<file path="src/rtl/fhc_pkg.sv">
package fhc_pkg;
  localparam int FHC_PC_W     = 32;
  localparam int FHC_TAG_W    = 4;
  localparam int FHC_STRIDE_W = 4;
  localparam int FHC_ENTRIES  = 8;

  typedef enum logic [1:0] {
    SLOT_NONE  = 2'd0,
    SLOT_HIT   = 2'd1,
    SLOT_FREE  = 2'd2,
    SLOT_EVICT = 2'd3
  } slot_src_e;
endpackage

</file>
<file path="src/rtl/fhc_lru.sv">
module fhc_lru #(
  parameter  int ENTRIES = 8,
  localparam int IW      = $clog2(ENTRIES)
) (
  input  logic          clk,
  input  logic          rst_n,
  input  logic          touch_vld,
  input  logic [IW-1:0] touch_idx,
  output logic [IW-1:0] victim_idx
);
  // Each entry holds an age. The ages form a permutation and 0 is the most recent.
  logic [IW-1:0]      age_q [ENTRIES];
  logic [ENTRIES-1:0] oldest_vec;

  always_ff @(posedge clk or negedge rst_n) begin
    if (!rst_n) begin
      for (int i = 0; i < ENTRIES; i++) age_q[i] <= IW'(i);
    end else if (touch_vld) begin
      for (int i = 0; i < ENTRIES; i++) begin
        if (IW'(i) == touch_idx)             age_q[i] <= '0;
        else if (age_q[i] < age_q[touch_idx]) age_q[i] <= age_q[i] + IW'(1);
      end
    end
  end

  always_comb begin
    victim_idx = '0;
    for (int i = 0; i < ENTRIES; i++) begin
      oldest_vec[i] = (age_q[i] == IW'(ENTRIES - 1));
      if (oldest_vec[i]) victim_idx = IW'(i);
    end
  end

  AST_ONE_OLDEST: assert property (@(posedge clk) disable iff (!rst_n)
    $countones(oldest_vec) == 1);
endmodule

</file>
<file path="src/rtl/fhc_stride_table.sv">
module fhc_stride_table
  import fhc_pkg::*;
#(
  parameter  int PC_W     = 32,
  parameter  int STRIDE_W = 4,
  parameter  int ENTRIES  = 8,
  localparam int IW       = $clog2(ENTRIES)
) (
  input  logic                clk,
  input  logic                rst_n,
  input  logic                lk_vld,
  input  logic [PC_W-1:0]     lk_pc,
  input  logic [STRIDE_W-1:0] lk_stride,
  output logic                pred
);
  logic [ENTRIES-1:0]  vld_q;
  logic [PC_W-1:0]     pc_q  [ENTRIES];
  logic [STRIDE_W-1:0] str_q [ENTRIES];
  logic [STRIDE_W-1:0] cnt_q [ENTRIES];

  logic [ENTRIES-1:0]  hit_vec;
  logic                hit, any_free;
  logic [IW-1:0]       hit_idx, free_idx, victim_idx, tgt_idx;
  logic [STRIDE_W-1:0] cur_cnt, cur_str;
  slot_src_e           src;

  always_comb begin
    hit_idx  = '0;
    free_idx = '0;
    any_free = 1'b0;
    for (int i = 0; i < ENTRIES; i++) begin
      hit_vec[i] = vld_q[i] && (pc_q[i] == lk_pc);
      if (hit_vec[i]) hit_idx = IW'(i);
    end
    for (int i = ENTRIES - 1; i >= 0; i--) begin
      if (!vld_q[i]) begin
        free_idx = IW'(i);
        any_free = 1'b1;
      end
    end
    hit = |hit_vec;
  end

  always_comb begin
    if (!lk_vld)       src = SLOT_NONE;
    else if (hit)      src = SLOT_HIT;
    else if (any_free) src = SLOT_FREE;
    else               src = SLOT_EVICT;
    unique case (src)
      SLOT_HIT:  tgt_idx = hit_idx;
      SLOT_FREE: tgt_idx = free_idx;
      default:   tgt_idx = victim_idx;
    endcase
    cur_cnt = (src == SLOT_HIT) ? cnt_q[hit_idx] : '0;
    cur_str = (src == SLOT_HIT) ? str_q[hit_idx] : lk_stride;
    pred    = (src != SLOT_NONE) && (cur_cnt == cur_str);
  end

  always_ff @(posedge clk or negedge rst_n) begin
    if (!rst_n) begin
      vld_q <= '0;
      for (int i = 0; i < ENTRIES; i++) begin
        pc_q[i]  <= '0;
        str_q[i] <= '0;
        cnt_q[i] <= '0;
      end
    end else if (src != SLOT_NONE) begin
      vld_q[tgt_idx] <= 1'b1;
      pc_q[tgt_idx]  <= lk_pc;
      str_q[tgt_idx] <= cur_str;
      cnt_q[tgt_idx] <= pred ? '0 : cur_cnt + STRIDE_W'(1);
    end
  end

  fhc_lru #(.ENTRIES(ENTRIES)) u_lru (
    .clk       (clk),
    .rst_n     (rst_n),
    .touch_vld (lk_vld),
    .touch_idx (tgt_idx),
    .victim_idx(victim_idx)
  );

  AST_HIT_UNIQUE: assert property (@(posedge clk) disable iff (!rst_n)
    $onehot0(hit_vec));

  generate
    for (genvar g = 0; g < ENTRIES; g++) begin : g_cnt_chk
      AST_CNT_LE_STRIDE: assert property (@(posedge clk) disable iff (!rst_n)
        vld_q[g] |-> cnt_q[g] <= str_q[g]);
    end
  endgenerate
endmodule

</file>
<file path="src/rtl/fhc_halt_tracker.sv">
module fhc_halt_tracker #(
  parameter  int TAG_W = 4,
  localparam int NT    = 1 << TAG_W,
  localparam int CW    = $clog2(NT + 1)
) (
  input  logic             clk,
  input  logic             rst_n,
  input  logic             flush_i,
  input  logic             pred_vld,
  input  logic [TAG_W-1:0] pred_tag,
  input  logic             miss_vld,
  input  logic [TAG_W-1:0] miss_tag,
  input  logic             ret_vld,
  input  logic [TAG_W-1:0] ret_tag,
  output logic             halt
);
  logic [NT-1:0] pred_q, pred_n;
  logic [NT-1:0] outs_q, outs_n;
  logic [CW-1:0] pend_q, pend_n;
  logic          halt_q;
  logic          miss_qual, ret_match;

  always_comb begin
    miss_qual = miss_vld && pred_q[miss_tag] && !outs_q[miss_tag];
    ret_match = ret_vld && outs_q[ret_tag];
    pred_n = pred_q;
    outs_n = outs_q;
    if (miss_qual) pred_n[miss_tag] = 1'b0;
    if (pred_vld)  pred_n[pred_tag] = 1'b1;
    if (ret_match) outs_n[ret_tag]  = 1'b0;
    if (miss_qual) outs_n[miss_tag] = 1'b1;
    pend_n = pend_q + CW'(miss_qual) - CW'(ret_match);
    if (flush_i) begin
      pred_n = '0;
      outs_n = '0;
      pend_n = '0;
    end
  end

  always_ff @(posedge clk or negedge rst_n) begin
    if (!rst_n) begin
      pred_q <= '0;
      outs_q <= '0;
      pend_q <= '0;
      halt_q <= 1'b0;
    end else begin
      pred_q <= pred_n;
      outs_q <= outs_n;
      pend_q <= pend_n;
      halt_q <= (pend_n != '0);
    end
  end

  assign halt = halt_q;

  AST_HALT_RISE_CAUSE: assert property (@(posedge clk) disable iff (!rst_n)
    $rose(halt_q) |-> $past(miss_qual));
  AST_HALT_FALL_CAUSE: assert property (@(posedge clk) disable iff (!rst_n)
    $fell(halt_q) |-> $past(flush_i || ret_match));
  AST_PEND_TRACKS_OUTS: assert property (@(posedge clk) disable iff (!rst_n)
    pend_q == CW'($countones(outs_q)));
  AST_RET_NEEDS_PEND: assert property (@(posedge clk) disable iff (!rst_n)
    ret_match |-> pend_q != '0);
  AST_FLUSH_DROPS: assert property (@(posedge clk) disable iff (!rst_n)
    flush_i |=> !halt_q);
endmodule

</file>
<file path="src/rtl/fetch_halt_ctrl.sv">
module fetch_halt_ctrl
  import fhc_pkg::*;
#(
  parameter int PC_W     = FHC_PC_W,
  parameter int TAG_W    = FHC_TAG_W,
  parameter int STRIDE_W = FHC_STRIDE_W,
  parameter int ENTRIES  = FHC_ENTRIES
) (
  input  logic                clk,
  input  logic                rst_n,
  input  logic                flush,
  input  logic                ld_vld,
  input  logic [PC_W-1:0]     ld_pc,
  input  logic [TAG_W-1:0]    ld_tag,
  input  logic                ld_promise,
  input  logic [STRIDE_W-1:0] ld_stride,
  input  logic                mem_miss_vld,
  input  logic [TAG_W-1:0]    mem_miss_tag,
  input  logic                mem_ret_vld,
  input  logic [TAG_W-1:0]    mem_ret_tag,
  output logic                fetch_halt
);
  logic lk_vld;
  logic pred;

  assign lk_vld = ld_vld && ld_promise;

  fhc_stride_table #(
    .PC_W    (PC_W),
    .STRIDE_W(STRIDE_W),
    .ENTRIES (ENTRIES)
  ) u_table (
    .clk      (clk),
    .rst_n    (rst_n),
    .lk_vld   (lk_vld),
    .lk_pc    (ld_pc),
    .lk_stride(ld_stride),
    .pred     (pred)
  );

  fhc_halt_tracker #(.TAG_W(TAG_W)) u_track (
    .clk     (clk),
    .rst_n   (rst_n),
    .flush_i (flush),
    .pred_vld(pred),
    .pred_tag(ld_tag),
    .miss_vld(mem_miss_vld),
    .miss_tag(mem_miss_tag),
    .ret_vld (mem_ret_vld),
    .ret_tag (mem_ret_tag),
    .halt    (fetch_halt)
  );

  AST_UNMARKED_NO_PRED: assert property (@(posedge clk) disable iff (!rst_n)
    (ld_vld && !ld_promise) |-> !pred);
endmodule

</file>
<file path="config.mk">
export PLATFORM = sky130hd
export DESIGN_NAME = fetch_halt_ctrl
export DESIGN_NICKNAME = d
export VERILOG_FILES = /design/src/rtl/fhc_pkg.sv /design/src/rtl/fhc_lru.sv /design/src/rtl/fhc_stride_table.sv /design/src/rtl/fhc_halt_tracker.sv /design/src/rtl/fetch_halt_ctrl.sv
export SDC_FILE = /design/constraint.sdc
export NUM_CORES = 1
export LEC_CHECK = 0
export CAP_MARGIN = 20
export CORE_AREA = 2 2 183 185
export CTS_BUF_LIST = sky130_fd_sc_hd__clkbuf_4 sky130_fd_sc_hd__clkbuf_8
export DETAILED_ROUTE_END_ITERATION = 6
export DIE_AREA = 0 0 185 187
export DONT_BUFFER_PORTS = 1
export HOLD_SLACK_MARGIN = 0.1
export PLACE_DENSITY_LB_ADDON = 0.3
export SLEW_MARGIN = 20
export SYNTH_ARGS = -nofsm -noshare
export SYNTH_HDL_FRONTEND = slang
export SYNTH_SLANG_ARGS = --single-unit
</file>
<file path="constraint.sdc">
create_clock -name clk -period 14.8 [get_ports clk]
set_input_delay 2.96 -clock clk [delete_from_list [all_inputs] [get_ports clk]]
set_output_delay 2.96 -clock clk [all_outputs]
set_load 0.02 [all_outputs]
</file>
Yosys cells after proc, flatten, opt, wreduce, memory -nomap -nowiden
Index checks and enable logic that the tools add are counted.

word-level totals
  bits of input ports = 55
  bits in registers = 390
  output and inout port bits = 1

operators by class
  add/subtract/negate cells = 11
  magnitude comparators = 19
  equality and inequality tests = 25
  bitwise logic cells = 9
  reductions and logical operators = 39
  multiplexer cells = 90

operators with widths
  cell                                                         count
  bitwise mux 256 bit                                          1
  == test 32 bit                                               8
  2-to-1 mux 3 bit                                             38
  demux 32 bit (select 3 bit)                                  1
  2-to-1 mux 16 bit                                            6
  bitwise mux 32 bit                                           2
  AND 16 bit                                                   2
  2-to-1 mux 32 bit                                            1
  2-to-1 mux 4 bit                                             8
  NOT 16 bit                                                   2
  OR 16 bit                                                    2
  adder 3 x 1 -> 3 bit (second input constant)                 8
  binary-select mux 4 bit (select 3 bit)                       2
  less-than comparator 3 bit                                   8
  == test 3 bit (second input constant)                        7
  logical AND 1 bit                                            18
  2-to-1 mux 1 bit                                             18
  nonzero test 2 bit                                           9
  AND reduction 2 bit                                          8
  less-than comparator 4 x 5 -> 1 bit (second input constant)  3
  binary-select mux 1 bit (select 4 bit)                       3
  demux 1 bit (select 4 bit)                                   3
  demux 4 bit (select 3 bit)                                   1
  == test 3 bit (first input constant)                         4
  24 further kinds                                             30

Logic depth before layout (Yosys ltp)
Gate-level depths: netlist of run 1.

  word-level depth = 20
  mapped depth = 27
  depth with buffers taken out = 24

Hierarchy
A second synthesis of run 1 with hierarchy kept.

unflattened totals
  cell total of the unflattened synthesis = 1,849
  area, all modules = 21,510.6 sq um

modules (own cells, without submodules)
  module            cells each  times used  area each (sq um)  seq. area each (sq um)
  fhc_stride_table  1,434       1           17,165.2           8,207.9
  fhc_halt_tracker  232         1           2,331.0            950.9
  fhc_lru           182         1           2,008.2            615.6
  fetch_halt_ctrl   1           1           6.3                0.0

Worst setup path before layout of run 1
No wires, ideal clock.

  path kind = input-to-reg
  start point = in ld_pc[19]
  end point = reg u_table.u_lru.age_q[23] (netlist bit)
  path slack = 6.715 ns
  arrival time = 8.018 ns
  stages on the path = 27
  path through = clkbuf_1 > xnor2_1 > nand4_1 > or3b_1 > or3_1 > clkbuf_1 > inv_1 > nor2_1 > nand2_1 > nor4_1 > a21oi_1 > ha_1 > clkbuf_1 > clkinv_1 > a22oi_1 > o31ai_2 > clkbuf_1 > nand2_1 > and3_1 > a311oi_1 > a31oi_1 > ha_1 > nand2_1 > a31oi_1 > a2111oi_1 > and3b_1 > a221o_1

on the way
  cells in the longest elaborated chain, start to end = 17
  elaborated cells on any way between the ends = 38
  those cells by class = 1 x order compare; 10 x eq/ne; 14 x mux; 1 x bitwise; 12 x reduce/logical

RTL lines
  element                                               RTL line                text
  from (decl)                                           fetch_halt_ctrl.sv:13   input logic [PC_W-1:0] ld_pc,
  == test 32 bit                                        fhc_stride_table.sv:32  hit_vec[i] = vld_q[i] && (pc_q[i] == lk_pc);
  logical AND 1 bit                                     fhc_stride_table.sv:32
  2-to-1 mux 1 bit                                      fhc_stride_table.sv:33  if (hit_vec[i]) hit_idx = IW'(i);
  2-to-1 mux 3 bit (6 in series)                        fhc_stride_table.sv:33
  one-hot mux 3 bit (2 select lines) (*)                fhc_stride_table.sv:49  unique case (src)
  NOT 3 -> 4 bit (not written as such)                  fhc_lru.sv:21           else if (age_q[i] < age_q[touch_idx]) age_q[i] <= age_q[i] + IW'(1);
  binary-select mux 3 bit (select 3 bit)                fhc_lru.sv:21
  2-to-1 mux 3 bit (not written as such) (2 in series)  fhc_lru.sv:21
  less-than comparator 3 bit                            fhc_lru.sv:21
  nonzero test 2 bit (no source line)                   --
  AND reduction 2 bit (no source line)                  --
  to (signal, indexed assignment)                       fhc_lru.sv:20           if (IW'(i) == touch_idx) age_q[i] <= '0;
  to (decl)                                             fhc_lru.sv:12           logic [IW-1:0] age_q [ENTRIES];

Mark *: on every way between the ends. The rest lies on a longest branch, timed or not. The select of a mux whose other input is x is not followed.
A chain may end at the register's enable or synchronous reset.

Worst setup path in the final report of run 1
  start point = in ld_pc[15]
  end point = reg u_table.u_lru.age_q[23] (netlist bit)

Same word-level chain as after synthesis.

==> results of run 1 <==
-- layout make-up --
cell class | instances | area, sq um | area share, %
clock buffer | 106 | 1328 | 5.911
tap | 448 | 560.5 | 2.496
multi-input combinational | 1315 | 10440 | 46.50
inverter | 37 | 138.9 | 0.6183
sequential | 390 | 9774 | 43.52
clock inverter | 12 | 125.1 | 0.5571
timing repair buffer | 12 | 90.09 | 0.4011
-- worst paths after layout --
path	from	to	slack [ns]	cells after the start
worst min register to register	u_table.str_q[25]$_DFFE_PN0P_	u_table.str_q[25]$_DFFE_PN0P_	0.48	2
worst max register to register	u_table.pc_q[47]$_DFFE_PN0P_	u_table.u_lru.age_q[23]$_DFFE_PN0P_	8.08	21
max in group asynchronous	rst_n	u_table.pc_q[3]$_DFFE_PN0P_	11.45	0
min in group asynchronous	rst_n	u_table.u_lru.age_q[20]$_DFFE_PN0P_	2.03	0
worst min-delay path	u_table.str_q[25]$_DFFE_PN0P_	u_table.str_q[25]$_DFFE_PN0P_	0.48	2
worst max-delay path	ld_pc[15]	u_table.u_lru.age_q[23]$_DFFE_PN0P_	6.13	21
-- per-layer routing --
metal / global-route usage, % / up-vias / part of all wire (%)
met2: 54.97 / 428 / 48
met1: 42.56 / 7315 / 41
li1: - / 6546 / -
met5: 0 / - / 0
met3: 6.133 / 124 / 5.3
met4: 17.00 / 0 / 5.2
-- where the power goes --
part | switching (mW) | leakage [nW] | internal [mW] | total [mW]
sequential | 0.301 | 4.98 | 1.48 | 1.78
clock | 0.449 | 0.765 | 0.605 | 1.05
combinational | 0.681 | 4.28 | 0.614 | 1.30
-- sequential cells by signal (all words and copies together) (netlist names) --
signal               flops
u_table.cnt_q           32
u_table.pc_q           256
u_table.str_q           32
u_table.u_lru.age_q     24
u_table.vld_q            8
u_track.halt             1
u_track.outs_q          16
u_track.pend_q           5
u_track.pred_q          16
-- cells in the mapped netlist, types with 13 or more instances --
master,number,share of area [%]
dfrtp_1,378,45
mux2_2,291,16
xor2_1,179,7.5
nand2_1,117,2.1
xnor2_1,87,3.7
clkbuf_1,83,1.5
nor4_1,81,2.4
o21ai_0,72,1.7
a21oi_1,60,1.4
nor2_1,57,1.0
buf_2,37,0.89
inv_1,36,0.65
ha_1,31,1.9
nand3_1,31,0.74
nand4_1,26,0.78
mux2i_1,24,1.2
nor3_1,24,0.58
nand3b_1,21,0.76
nand2b_1,16,0.48
or3_1,13,0.39
-- metrics by stage --
stage	utilization [%]	cell area, sq um	worst slack [ns]	hold WS (ns)
global route	68.35	22460	5.602	0.5068
detailed placement	63.93	21010	5.623	0.4739
CTS	68.35	22460	6.299	0.4881
finish	68.35	22460	6.134	0.4837
floorplan	-	20880	6.715	0.4442
global placement	63.93	21010	5.960	0.4622
-- critical path: stages --
cell	delay, ns
xnor2_1	0.23
nand4_1	0.14
or3b_2	0.45
nor3_1	0.72
nor2_1	0.22
nand2_1	0.14
nor4_1	0.08
a21oi_1	0.22
ha_1	0.30
nor2b_1	0.15
nor2b_1	0.13
nand2_1	0.07
nand2_1	0.08
o21ai_1	0.78
mux2i_1	0.17
a211o_1	0.34
mux2i_1	0.77
a31oi_1	0.26
a2111oi_1	0.62
and3b_1	0.26
a221o_1	0.11
-- layout by cell type, fill, tap and decap left out, types with 10 or more instances in the layout --
cell type	instances
buf_4	12
mux2_2	291
a21oi_1	60
nor3_1	23
mux2i_1	24
or3_1	13
dfrtp_1	378
o21ai_0	72
nand3b_1	21
nand3_1	31
ha_1	31
clkbuf_4	21
dfstp_2	12
xnor2_1	87
xor2_1	179
inv_1	36
nor4_1	81
and3_1	10
clkbuf_8	85
nand4_1	26
nand2b_1	16
nor2b_1	12
nand2_1	113
nor2_1	56
-- kinds of logic after synthesis --
family	share of synthesized area, %
fa+ha+maj	1.954
compound gates	7.169
flops	46.82
xor+xnor	11.16
simple gates	12.08
buf+inv	3.267
mux	17.55
==> run_results.csv, run 1 <==
group,metric,value,unit
routing,drt_iter0_markers,1159,
layout,n_antenna_cell,0,
synth,syn_avg_cell_area,11.15,sq um
sta,worstMarginPinSlew,1.619,ns
clock_network,clock_latency,0.63,ns
run_status,status,"finished, violations left",
placed_design,placed_cells,2202,
critical_path,crit_required,15.36,ns
placed_design,routabilityCongestion,0.9676,
floorplanning,die_w,185,um
floorplanning,io-pin-count,56,
sta,fmax,115.4,MHz
clock_network,htreeDepth,3,
synth,synthArstFlopShare,100.0,%
floorplanning,coreArea,0.03286,sq mm
routing,wire_per_inst,24.35,um
global_route,antenna_found_initial,0,
floorplanning,dieArea,0.03460,sq mm
sta,rsz0062_at_grt,"no",
sta,setup_violations,0,
clock_network,cts_num_sinks,390,
power_and_ir_drop,total_power,4.133,mW
layout,n_fill_cell,2497,
placed_design,port_buffers,0,
min_path,min_path_type,"flip-flop to flip-flop",
clock_network,cts_tree,"done",
clock_network,root_buffer,"clkbuf_8",
routing,first_pass_iters,5,
critical_path,cp_data_arrival_time,9.22,ns
placed_design,hpwl,39.41,mm
synth,yosysUniqueCellTypes,81,
synth,synthCells,1873,
layout,finalNonFillerCells,2320,
sta,skew,0.02493,ns
clock_network,ctsResizeCount,0,
run_status,violations,"slew limit",
global_route,grt_max_degree,391,
sta,fin_setup_tns,0,ns
clock_network,clk_pin_slew,0.07,ns
routing,routed_wl,56.48,mm
floorplanning,die_h,187,um
global_route,grt_use_total,33.50,%
layout,syn2layout_area_growth,7.594,%
layout,drive_above_1_share,25.37,%
sta,drv_slew,94,
run,drv_cap,0,
clock_network,holdBufCountCts,0,
synth,synth_enable_flop_cells,0,
synth,syn-cell-area,0.02088,sq mm
power_and_ir_drop,power_density,184.0,mW/mm^2
sta,period_share,58.55,%
sta,hold_viol_final,0,
clock_network,cts_buffer_depth,3,
global_route,grt_pass1_vias,14500,
sta,slew-limit-headroom,-7.914,%
floorplanning,fp-row-count,67,
global_route,grt-ovfl-total,0,
sta,finalCriticalPeriod,8.666,ns
floorplanning,initial_core_util,63.52,%
synth,yosys_warnings,0,
critical_path,path_class,"primary input to flip-flop",
synth,synth_fp_nets,1960,
power_and_ir_drop,power_leakage,10.02,nW
power_and_ir_drop,ir_drop,0.1131,mV
synth,synth-main-ff-cell,"dfrtp_1",
clock_network,cts-buffers-inserted,67,
critical_path,worst-path-max-fanout,16,
global_route,grt_first_pass_wirelength,86.34,mm
routing,via_count,14410,
routing,route.detailed.drc,0,
routing,vias_per_cell,6.213,
layout,fin_nets,1910,
synth,synth-seq-cells,390,
synth,ys_seq_area_share,46.82,%
routing,drtAntennaViolNets,0,
clock_network,cts_setup_buffers,0,
critical_path,startpoint_type,"primary input",
critical_path,end_kind,"flip-flop",
(Power assumes the default switching activity.)
==> run 2, diff against run 1 <==
Settings changed: CORE_AREA 2 2 183 185 to 2 2 190 192, DIE_AREA 0 0 185 187 to 0 0 192 194.
Clock period 14.8 ns to 7.3 ns, I/O delays scaled along.
==> run 2 against run 1 <==
  * The flow now finishes without violations
  * Via count is 1.5% higher
  * Worst hold slack got worse by 0.0035 ns
  * First-iteration DRC count decreased by 16%
  * Core utilization is 4.0 points lower
  * Global-route usage fell by 0.40 points
==> run_results.csv, run 2 (synthesis results as in run 1) <==
group,metric,value,unit
power_and_ir_drop,power_leakage,10.12,nW
routing,drt_iter0_markers,977,
clock_network,clk_pin_slew,0.07,ns
critical_path,worst-path-max-fanout,16,
global_route,grt_pass1_vias,14550,
sta,fin_setup_tns,0,ns
routing,drtAntennaViolNets,0,
sta,finalCriticalPeriod,6.079,ns
sta,setup_violations,0,
layout,fin_nets,1927,
clock_network,cts_tree,"done",
min_path,holdPathEnd,"u_table.str_q[8]$_DFFE_PN0P_",
clock_network,htreeDepth,3,
floorplanning,initial_core_util,59.26,%
critical_path,cp_data_arrival_time,6.63,ns
layout,n_fill_cell,2790,
critical_path,critPathMaxStageDelay,0.66,ns
critical_path,crit_chain,"xor2_1, nor4_1, nand4_1, or4_1, nand2_1, nor4_1, a21oi_1, ha_1, a41oi_1, inv_1, o31ai_2, buf_4, nand2_1, a311oi_1, a31oi_1, ha_1, nand2b_1, a2111oi_1, and3b_1, a221o_1",
layout,top_register,"u_table.pc_q",
layout,most-common-layout-cells,"378 x dfrtp_1, 291 x mux2_2, 179 x xor2_1, 113 x nand2_1, 87 x xnor2_1",
layout,syn2layout_area_growth,8.541,%
routing,route.detailed.drc,0,
critical_path,crit_required,7.86,ns
min_path,hold_depth,2,
clock_network,ctsResizeCount,0,
critical_path,reg2reg_depth,22,
clock_network,clock_latency,0.63,ns
min_path,hp-start,"u_table.str_q[8]$_DFFE_PN0P_",
routing,vias_per_cell,6.246,
routing,via_count,14640,
layout,largestRegisters,"u_table.pc_q (256), u_table.cnt_q (32), u_table.str_q (32)",
global_route,grt_first_pass_wirelength,91.16,mm
critical_path,startpoint_type,"primary input",
sta,fmax,164.5,MHz
placed_design,routabilityCongestion,0.9534,
floorplanning,dieArea,0.03725,sq mm
clock_network,holdBufCountCts,0,
sta,hold_slack,0.4802,ns
run,drv_cap,0,
global_route,grt-ovfl-total,0,
layout,drive_above_1_share,25.77,%
critical_path,crit_start,"ld_pc[27]",
sta,slew-limit-headroom,36.66,%
sta,rsz0062_at_grt,"no",
sta,period_share,83.28,%
power_and_ir_drop,power_density,374.2,mW/mm^2
run_status,status,"completed",
placed_design,hpwl,42.64,mm
floorplanning,die_w,192,um
placed_design,place_area,0.02122,sq mm
floorplanning,coreArea,0.03522,sq mm
critical_path,cp_slowest_cell,"nor4_1",
global_route,antenna_found_initial,0,
layout,largest_reg_flops,256,
global_route,grt_use_total,33.10,%
floorplanning,die_h,194,um
power_and_ir_drop,total_power,8.480,mW
placed_design,placed_cells,2231,
critical_path,end_kind,"flip-flop",
layout,fin_area,0.02266,sq mm
sta,skew,0.03609,ns
sta,worstMarginPinSlew,0.9422,ns
routing,routed_wl,60.69,mm
layout,final_common_cell,"dfrtp_1",
clock_network,cts-buffers-inserted,68,
routing,first_pass_iters,5,
critical_path,r2r_end,"u_table.u_lru.age_q[23]$_DFFE_PN0P_",
min_path,min_path_type,"flip-flop to flip-flop",
power_and_ir_drop,ir_drop,0.2118,mV
critical_path,reg2reg_slack,1.65,ns
global_route,grt_max_degree,391,
clock_network,cts_buffer_depth,3,
layout,finalNonFillerCells,2343,
sta,drv_slew,0,
layout,n_antenna_cell,0,
routing,wire_per_inst,25.90,um
critical_path,path_class,"primary input to flip-flop",
floorplanning,io-pin-count,56,
clock_network,cts_num_sinks,390,
clock_network,root_buffer,"clkbuf_8",
floorplanning,fp-row-count,69,
placed_design,port_buffers,0,
clock_network,cts_setup_buffers,0,
critical_path,r2r_start,"u_table.pc_q[11]$_DFFE_PN0P_",
sta,hold_viol_final,0,
-- run 2: worst max-delay path: cells and delay by family --
family / cells / cell delay (ns)
XOR/XNOR: 1 / 0.15
adder cells (fa/ha/maj): 2 / 0.53
AND/OR/NAND/NOR: 8 / 2.12
buffers and inverters: 2 / 0.37
AO/OA/AOI/OAI: 7 / 2.00
-- run 2: report_power, final --
group	total, mW	internal (mW)	switching [mW]	leakage, nW
clock network	2.14	1.25	0.892	0.760
logic	2.70	1.27	1.43	4.39
registers	3.64	3.01	0.630	4.98
total	8.48	5.53	2.95	10.1
-- run 2: cell type report --
type,count,area [sq um],share of cell area (%)
multi-input cells,1315,10440,46.09
flip-flops and latches,390,9774,43.14
clock buffers,105,1326,5.853
well taps,461,576.8,2.546
repair buffers,28,285.3,1.259
inverters,37,138.9,0.6130
clock inverters,7,112.6,0.4970
-- run 2: how the worst max path moves through the flow --
stage	to	slack, ns	cells past startpoint
2_1_floorplan	u_table.u_lru.age_q[23]$_DFFE_PN0P_	0.72	27
3_3_place_gp	u_table.u_lru.age_q[23]$_DFFE_PN0P_	0.63	22
3_5_place_dp	u_table.u_lru.age_q[23]$_DFFE_PN0P_	0.57	20
4_1_cts	u_table.u_lru.age_q[23]$_DFFE_PN0P_	1.22	20
5_1_grt	u_table.u_lru.age_q[23]$_DFFE_PN0P_	0.79	22
6_report	u_table.u_lru.age_q[23]$_DFFE_PN0P_	1.22	20
-- run 2: through the flow --
step | util (%) | worst slack (ns)
2_1_floorplan | - | 0.7151
3_3_place_gp | 60.24 | 0.6315
3_5_place_dp | 60.24 | 0.5678
4_1_cts | 64.33 | 1.217
5_1_grt | 64.33 | 0.7909
6_report | 64.33 | 1.221
-- run 2: metal layers --
layer  up-vias  GRT usage, %  routed length [um]
li1       6579             -                   -
met1      7452         43.55               25240
met2       470         52.72               28770
met3       134         6.100                3377
met4         0         16.37                3301
met5         -             0                   0
